--- src/rtl/de_regen_pkg.sv ---
package de_regen_pkg;
  // Index of each sync level inside the per-level generate structure.
  localparam int LVL_H   = 0;
  localparam int LVL_V   = 1;
  localparam int NUM_LVL = 2;
endpackage

--- src/rtl/dsr_run_counter.sv ---
// Saturating count of consecutive DE-low pixels.
module dsr_run_counter #(
  parameter int CW = 12
) (
  input  logic          clk,
  input  logic          rst,
  input  logic          de_in,
  output logic [CW-1:0] run_next,
  output logic [CW-1:0] run_q
);
  localparam logic [CW-1:0] RUN_MAX = '1;

  always_comb begin
    if (de_in)
      run_next = '0;
    else if (run_q == RUN_MAX)
      run_next = run_q;
    else
      run_next = run_q + 1'b1;
  end

  always_ff @(posedge clk) begin
    if (rst) run_q <= '0;
    else     run_q <= run_next;
  end
endmodule

--- src/rtl/dsr_cfg_check.sv ---
// Validity of the threshold pair; registered error flag.
module dsr_cfg_check #(
  parameter int CW = 12
) (
  input  logic          clk,
  input  logic          rst,
  input  logic [CW-1:0] hgap_len,
  input  logic [CW-1:0] vgap_len,
  output logic          cfg_ok,
  output logic          cfg_err_q
);
  localparam logic [CW-1:0] MIN_H = CW'(1);

  assign cfg_ok = (hgap_len > MIN_H) && (hgap_len < vgap_len);

  always_ff @(posedge clk) begin
    if (rst) cfg_err_q <= 1'b0;
    else     cfg_err_q <= !cfg_ok;
  end
endmodule

--- src/rtl/dsr_level_track.sv ---
// One sync level: fires a strobe once per gap and marks the next active pixel.
module dsr_level_track #(
  parameter int CW = 12
) (
  input  logic          clk,
  input  logic          rst,
  input  logic          de_in,
  input  logic [CW-1:0] run_next,
  input  logic [CW-1:0] thr,
  input  logic          cfg_ok,
  output logic          strobe_q,
  output logic          start_q
);
  logic fired_q;
  logic hit;

  assign hit = !de_in && cfg_ok && !fired_q && (run_next >= thr);

  always_ff @(posedge clk) begin
    if (rst) begin
      strobe_q <= 1'b0;
      start_q  <= 1'b0;
      fired_q  <= 1'b0;
    end else begin
      strobe_q <= hit;
      start_q  <= de_in && fired_q && cfg_ok;
      if (de_in)    fired_q <= 1'b0;
      else if (hit) fired_q <= 1'b1;
    end
  end
endmodule

--- src/rtl/de_sync_regen.sv ---
module de_sync_regen
  import de_regen_pkg::*;
#(
  parameter int CW = 12
) (
  input  logic          clk,
  input  logic          rst,
  input  logic          de_in,
  input  logic [CW-1:0] hgap_len,
  input  logic [CW-1:0] vgap_len,
  output logic          line_start,
  output logic          frame_start,
  output logic          hsync_stb,
  output logic          vsync_stb,
  output logic          config_error
);
  logic [CW-1:0] run_next;
  logic [CW-1:0] run_q;
  logic          cfg_ok;
  logic [CW-1:0] thr_arr [NUM_LVL];
  logic [NUM_LVL-1:0] strobe;
  logic [NUM_LVL-1:0] start;

  assign thr_arr[LVL_H] = hgap_len;
  assign thr_arr[LVL_V] = vgap_len;

  dsr_run_counter #(.CW(CW)) u_run (
    .clk(clk), .rst(rst), .de_in(de_in),
    .run_next(run_next), .run_q(run_q)
  );

  dsr_cfg_check #(.CW(CW)) u_cfg (
    .clk(clk), .rst(rst), .hgap_len(hgap_len), .vgap_len(vgap_len),
    .cfg_ok(cfg_ok), .cfg_err_q(config_error)
  );

  for (genvar l = 0; l < NUM_LVL; l++) begin : g_lvl
    dsr_level_track #(.CW(CW)) u_trk (
      .clk(clk), .rst(rst), .de_in(de_in), .run_next(run_next),
      .thr(thr_arr[l]), .cfg_ok(cfg_ok),
      .strobe_q(strobe[l]), .start_q(start[l])
    );
  end

  assign hsync_stb   = strobe[LVL_H];
  assign vsync_stb   = strobe[LVL_V];
  assign line_start  = start[LVL_H];
  assign frame_start = start[LVL_V];
endmodule

--- config.mk ---
export PLATFORM = sky130hd
export DESIGN_NAME = de_sync_regen
export DESIGN_NICKNAME = d
export VERILOG_FILES = /design/src/rtl/de_regen_pkg.sv /design/src/rtl/dsr_run_counter.sv /design/src/rtl/dsr_cfg_check.sv /design/src/rtl/dsr_level_track.sv /design/src/rtl/de_sync_regen.sv
export SDC_FILE = /design/constraint.sdc
export NUM_CORES = 1
export LEC_CHECK = 0
export ABC_AREA = 1
export ABC_CLOCK_PERIOD_IN_PS = 2600
export BUFFER_PORTS_ARGS = -buffer_cell sky130_fd_sc_hd__buf_2
export CAP_MARGIN = 20
export CELL_PAD_IN_SITES_DETAIL_PLACEMENT = 0
export CELL_PAD_IN_SITES_GLOBAL_PLACEMENT = 1
export CORE_MARGIN = 2
export CORE_UTILIZATION = 40
export DETAILED_ROUTE_END_ITERATION = 8
export GPL_ROUTABILITY_DRIVEN = 1
export PLACE_DENSITY = 0.91
export RECOVER_POWER = 25
export SYNTH_ARGS = -nofsm -noshare
export SYNTH_HDL_FRONTEND = slang
export SYNTH_SLANG_ARGS = --single-unit
--- constraint.sdc ---
create_clock -name clk -period 2.6 [get_ports clk]
set_input_delay 0.13 -clock clk [delete_from_list [all_inputs] [get_ports clk]]
set_output_delay 0.13 -clock clk [all_outputs]
set_load 0.01 [all_outputs]
; Word level (Yosys, flattened, before mapping)
; Index checks and enable logic that the tools add are counted.
[totals]
regBits = 19
output_inout_bits = 5
input_bits = 27
[classes]
n_reduce_logical = 15
mux = 2
n_addsub = 1
n_eq_ne = 1
n_lt_le_gt_ge = 4
[op_table]
columns = operator, count
row1 = $ge A12 B12 Y1, 2
row2 = $mux W12, 2
row3 = $add A12 B1 Y12 const B, 1
row4 = $eq A12 B12 Y1 const B, 1
row5 = $gt A12 B1 Y1 const B, 1
row6 = $lt A12 B12 Y1, 1
row7 = $logic_and A1 B1 Y1, 10
row8 = $logic_not A1 Y1, 4
row9 = $reduce_or A2 Y1, 1

; Longest topological paths before layout
[logic_depth]
ltp_word = 5
mapped_depth = 21
mapped_depth_nobuf = 21

; By module
; From an unflattened synthesis, not the netlist that was laid out.
[unflattened]
cells_unflattened = 323
hier_area_um2 = 2033.2
[modules_own_cells]
columns = module, area_per_inst_um2, n_inst, seq_area_each_um2, cells_per_inst
row1 = dsr_level_track, 436.7, 2, 60.1, 70
row2 = dsr_run_counter, 772.0, 1, 240.2, 120
row3 = dsr_cfg_check, 387.9, 1, 20.0, 63

; Worst setup path after synthesis
; Ideal clock, no wire load.
[synth_path]
path_kind = reg-to-reg
from = register u_run.run_q[0]
to = register g_lvl[1].u_trk.fired_q
synth_period_minus_slack_ns = 2.391
t_required_ns = 2.490
stages_incl_launch_ff = 22
arrival_ns = 2.282
setup_slack_ns = 0.209
n_path_buf = 0
path_cell_list = dfxtp_1 ha_1 nand2_1 nor2_4 nand4_4 nor2_4 nand2_4 o21ai_0 a21o_1 nand2_1 inv_1 ha_1 nand2_1 inv_1 nand2_1 inv_1 nand2_1 nand3_1 nor2_1 o21bai_1 nand2_1 inv_1
[synth_between]
elab_chain_cells = 5
[synth_lines]
columns = item, line_no
row1 = from (decl), dsr_run_counter.sv:9  ; output logic [CW-1:0] run_q
row2 = from (signal assigned), dsr_run_counter.sv:24  ; else run_q <= run_next;
row3 = $add A12 B1 Y12 or $eq A12 B12 Y1 (tied branches), "dsr_run_counter.sv:19, dsr_run_counter.sv:16"
row4 = $mux W12 (*), dsr_run_counter.sv:16  ; else if (run_q == RUN_MAX)
row5 = $mux W12 (*), dsr_run_counter.sv:14  ; if (de_in)
row6 = via g_lvl[0].u_trk.run_next[11], dsr_level_track.sv:8  ; input logic [CW-1:0] run_next,
row7 = $ge A12 B12 Y1 (*), dsr_level_track.sv:17  ; assign hit = !de_in && cfg_ok && !fired_q && (run_next >= thr);
row8 = $logic_and A1 B1 Y1 (*), dsr_level_track.sv:17
row9 = to (signal assigned), dsr_level_track.sv:23  ; fired_q <= 1'b0;
row10 = to (signal assigned), dsr_level_track.sv:27  ; if (de_in) fired_q <= 1'b0;
row11 = to (signal assigned), dsr_level_track.sv:28  ; else if (hit) fired_q <= 1'b1;
row12 = to (decl), dsr_level_track.sv:14  ; logic fired_q;
; The timed path passes the listed nets; every way through them passes the cells marked *.
; A chain may end at the register's enable or synchronous reset.

; Worst setup path in the final report
[layout_path]
from = register u_run.run_q[1]
to = register g_lvl[0].u_trk.fired_q
[layout_between]
elab_chain_cells = 5
[layout_lines]
columns = item, line_no
row1 = $add A12 B1 Y12 or $eq A12 B12 Y1 (tied branches), "dsr_run_counter.sv:19, dsr_run_counter.sv:16"
row2 = $mux W12 (*), dsr_run_counter.sv:16
row3 = $mux W12 (*), dsr_run_counter.sv:14
row4 = via g_lvl[0].u_trk.run_next[10], dsr_level_track.sv:8
row5 = $ge A12 B12 Y1 (*), dsr_level_track.sv:17
row6 = $logic_and A1 B1 Y1 (*), dsr_level_track.sv:17
row7 = to (signal assigned), dsr_level_track.sv:23
row8 = to (signal assigned), dsr_level_track.sv:27
row9 = to (signal assigned), dsr_level_track.sv:28
row10 = to (decl), dsr_level_track.sv:14
; Marks and branches as above.

==> results.toml <==
[run_status]
outcome = "finished clean"

[power_and_ir_drop]
clock_power_share_pct = 31.6
internal_power_mw = 0.466
seqPwrFrac_pct = 45.1
powerDensity_mw_per_mm2 = 260
p_leak_nw = 1.46
net-switching-power_mw = 0.189
ir_worst_vdd_mv = 0.243
swShare_pct = 28.8
power_frac_comb_pct = 23.3

[floorplan]
rows = 25
core_mm2 = 0.00469
fp.dieW_um = 73.4
initial_utilization_pct = 41.0
die-height_um = 73.4
pin_count = 32
dieArea_mm2 = 0.00538

[grt]
grt.total_usage_pct = 16.7
overflow = 0
grt_max_degree = 14
antenna_found_initial = 0
grt_pass1_wl_um = 7040
grt_pass1_vias = 1675

[setup_path]
arrival_ns = 2.75
worst_r2r_path_depth = 21
reg2reg_slack_ns = 0.009
timing.rr.start = "u_run.run_q[1]$_SDFF_PP0_"
end_kind = "flop"
cp_max_fo = 6
rr_endpoint = "g_lvl[0].u_trk.fired_q$_SDFFE_PP0P_"
path_class = "flop to flop"
worst_setup_path_start_kind = "flop"
crit_required_ns = 2.76

[synthesis]
syn_area_mm2 = 0.00193
synth_edf_count = 0
netlist_top_cells_count = "69 x inv_1, 63 x nand2_1, 36 x ha_1"
postSynthCellCount = 293
synth_top_area_share_pct = 23.4
synth_nets = 356
yosysUniqueCellTypes = 28
yosys_register_bits = 19
synth_area_leader_cell = "ha_1"
syn_area_per_cell_um2 = 6.57
synth.area.top_cells = "ha_1 23%, dfxtp_1 20%, inv_1 13%, nand2_1 12%, nor2_1 5.8%"
yosysWarnings = 0
yosys.cell_count.top_type = "inv_1"
async_flop_share_pct = 0
ys.flop_type = "dfxtp_1"
ys_seq_area_share_pct = 19.8

[placed_design]
finalWeightedCongestion = 0.940
io_buffers = 31
dpl_cell_area_mm2 = 0.00216
place_inst = 378
dp_hpwl_um = 3640

[cells_and_area]
fin_cells = 392
fillers = 484
num_antenna_cells = 0
syn2layout_area_growth_pct = 30.7
postLayoutCellArea_mm2 = 0.00252
num-nets-final = 402
final_util_pct = 53.7
drive_gt1_share_pct = 31.1

[route]
drc_errors = 0
viasPerCell = 4.79
wl_per_cell_um = 11.8
wl_um = 4630
vias = 1879
antenna_left = 0
drtIter0Drc = 68
drtPass1Iterations = 4

[hold_path]
hp-class = "input pin to flop"
holdPathStages = 2
worstHoldStart = "rst"
hold_path_end = "u_cfg.cfg_err_q$_SDFF_PP0_"

[clock_network]
clkSinkCount = 19
clock-root-buffer = "clkbuf_8"
cts_max_path_buffers = 2
cts_tree = "done"
htreeDepth = 1
clk_transition_reported_paths_ns = 0.07
clkLatencyLatePin_ns = 0.26
cts_buffers = 3

[sta]
fin_crit_ns = 2.59
max_slew_margin_pct = 66.7
fin_crit_sh_pct = 99.6
rsz0062_at_grt = "true"
finalSetupViolCount = 0
finalSetupTns_ns = 0
max_freq_mhz = 386
worst_slew_pin_slew_ns = 0.498
clock-skew-final_ns = 0.00773
finalHoldViolCount = 0
final_max_slew_viol_count = 0

[run]
maxCapViolations = 0
## placed cells by master (no fill, tap or decap), types with 7 or more instances in the layout
master   instances
nor2_2           8
nor2_1          19
nor3_1           7
buf_4           11
ha_1            31
dfxtp_1         17
buf_2           26
nand2_2         13
a21oi_1         12
inv_1           63
nand4_1          7
inv_2            7
nand2_1         50
## worst max path at each step
stage / start / endpoint / slack (ns) / cells past startpoint
floorplan: u_run.run_q[0]$_SDFF_PP0_ / g_lvl[1].u_trk.fired_q$_SDFFE_PP0P_ / 0.21 / 21
global placement: u_run.run_q[1]$_SDFF_PP0_ / g_lvl[1].u_trk.fired_q$_SDFFE_PP0P_ / 0.06 / 18
detailed placement: u_run.run_q[1]$_SDFF_PP0_ / g_lvl[1].u_trk.fired_q$_SDFFE_PP0P_ / 0.003 / 21
CTS: u_run.run_q[1]$_SDFF_PP0_ / g_lvl[1].u_trk.fired_q$_SDFFE_PP0P_ / 0.02 / 21
global route: u_run.run_q[1]$_SDFF_PP0_ / g_lvl[1].u_trk.fired_q$_SDFFE_PP0P_ / -0.13 / 20
finish: u_run.run_q[1]$_SDFF_PP0_ / g_lvl[0].u_trk.fired_q$_SDFFE_PP0P_ / 0.009 / 21
## critical path, cell delays in order, from the launching register on
cell	delay [ns]
dfxtp_4	0.38
ha_4	0.14
nand2_2	0.06
nor2_4	0.16
nand4_4	0.15
nor2_4	0.19
nand2_4	0.09
buf_12	0.15
nand3_2	0.08
nand2_1	0.06
inv_2	0.09
ha_1	0.22
nand2_1	0.09
inv_1	0.05
nand2_2	0.08
nor2_1	0.05
nand2_1	0.07
nand3_2	0.08
nor2_4	0.13
o21bai_1	0.07
nand2_1	0.05
inv_1	0.04
## flip-flops by register name, indices dropped and copies added, names as in the netlist
| name | flops |
|---|---|
| u_cfg.cfg_err_q | 1 |
| g_lvl.u_trk.strobe_q | 2 |
| g_lvl.u_trk.fired_q | 2 |
| u_run.run_q | 12 |
| g_lvl.u_trk.start_q | 2 |
## area by class of cell
type                       count  area, µm²  area share [%]
inverter                      71        269            10.7
sequential                    19        385            15.3
tap                           54       67.6            2.68
clock buffer                   4       45.0            1.79
multi-input combinational    200       1490            59.1
timing repair buffer          44        263            10.4
## through the flow
step	hold WS (ns)	setup slack (ns)	power [mW]
detailed placement	0.467	0.00256	0.438
CTS	0.192	0.0186	0.644
floorplan	0.207	0.209	0.390
finish	0.210	0.00934	0.655
global route	0.233	-0.133	0.695
global placement	0.462	0.0608	0.436
## power groups by stage
stage | sequential, mW | combinational (mW) | clock (mW)
2_1_floorplan | 0.303 | 0.0866 | 0
3_3_place_gp | 0.302 | 0.135 | 0
3_5_place_dp | 0.302 | 0.137 | 0
4_1_cts | 0.295 | 0.138 | 0.212
5_1_grt | 0.296 | 0.179 | 0.221
6_report | 0.296 | 0.152 | 0.207
## kinds of logic (layout without fill, tap and decap cells)
| kind of cell | Yosys count | count (layout) | share of synthesized area [%] |
|---|---|---|---|
| buf+inv | 74 | 119 | 14.4 |
| simple gates | 130 | 130 | 31.4 |
| flops | 19 | 19 | 19.8 |
| fa+ha+maj | 36 | 36 | 23.4 |
| xor+xnor | 4 | 4 | 1.82 |
| compound gates | 30 | 30 | 9.23 |
## metal layers
| metal | GRT usage (%) | part of all wire [%] | wire length (µm) | vias to the layer above |
|---|---|---|---|---|
| met5 | 0 | 0 | 0 | - |
| met4 | 3.43 | 1.3 | 61 | 0 |
| met3 | 2.88 | 3.4 | 156 | 8 |
| met2 | 29.2 | 51 | 2380 | 35 |
| met1 | 21.6 | 44 | 2030 | 825 |
| li1 | - | - | - | 1011 |
## timing repair
item | CTS | global route
resized for setup | 1 | 60
setup endpoints to repair | 1 | 4
pin swaps | 0 | 22
setup buffers | 0 | 10
hold buffers | 0 | 0
Note: power is estimated with default switching activity, not from simulation.
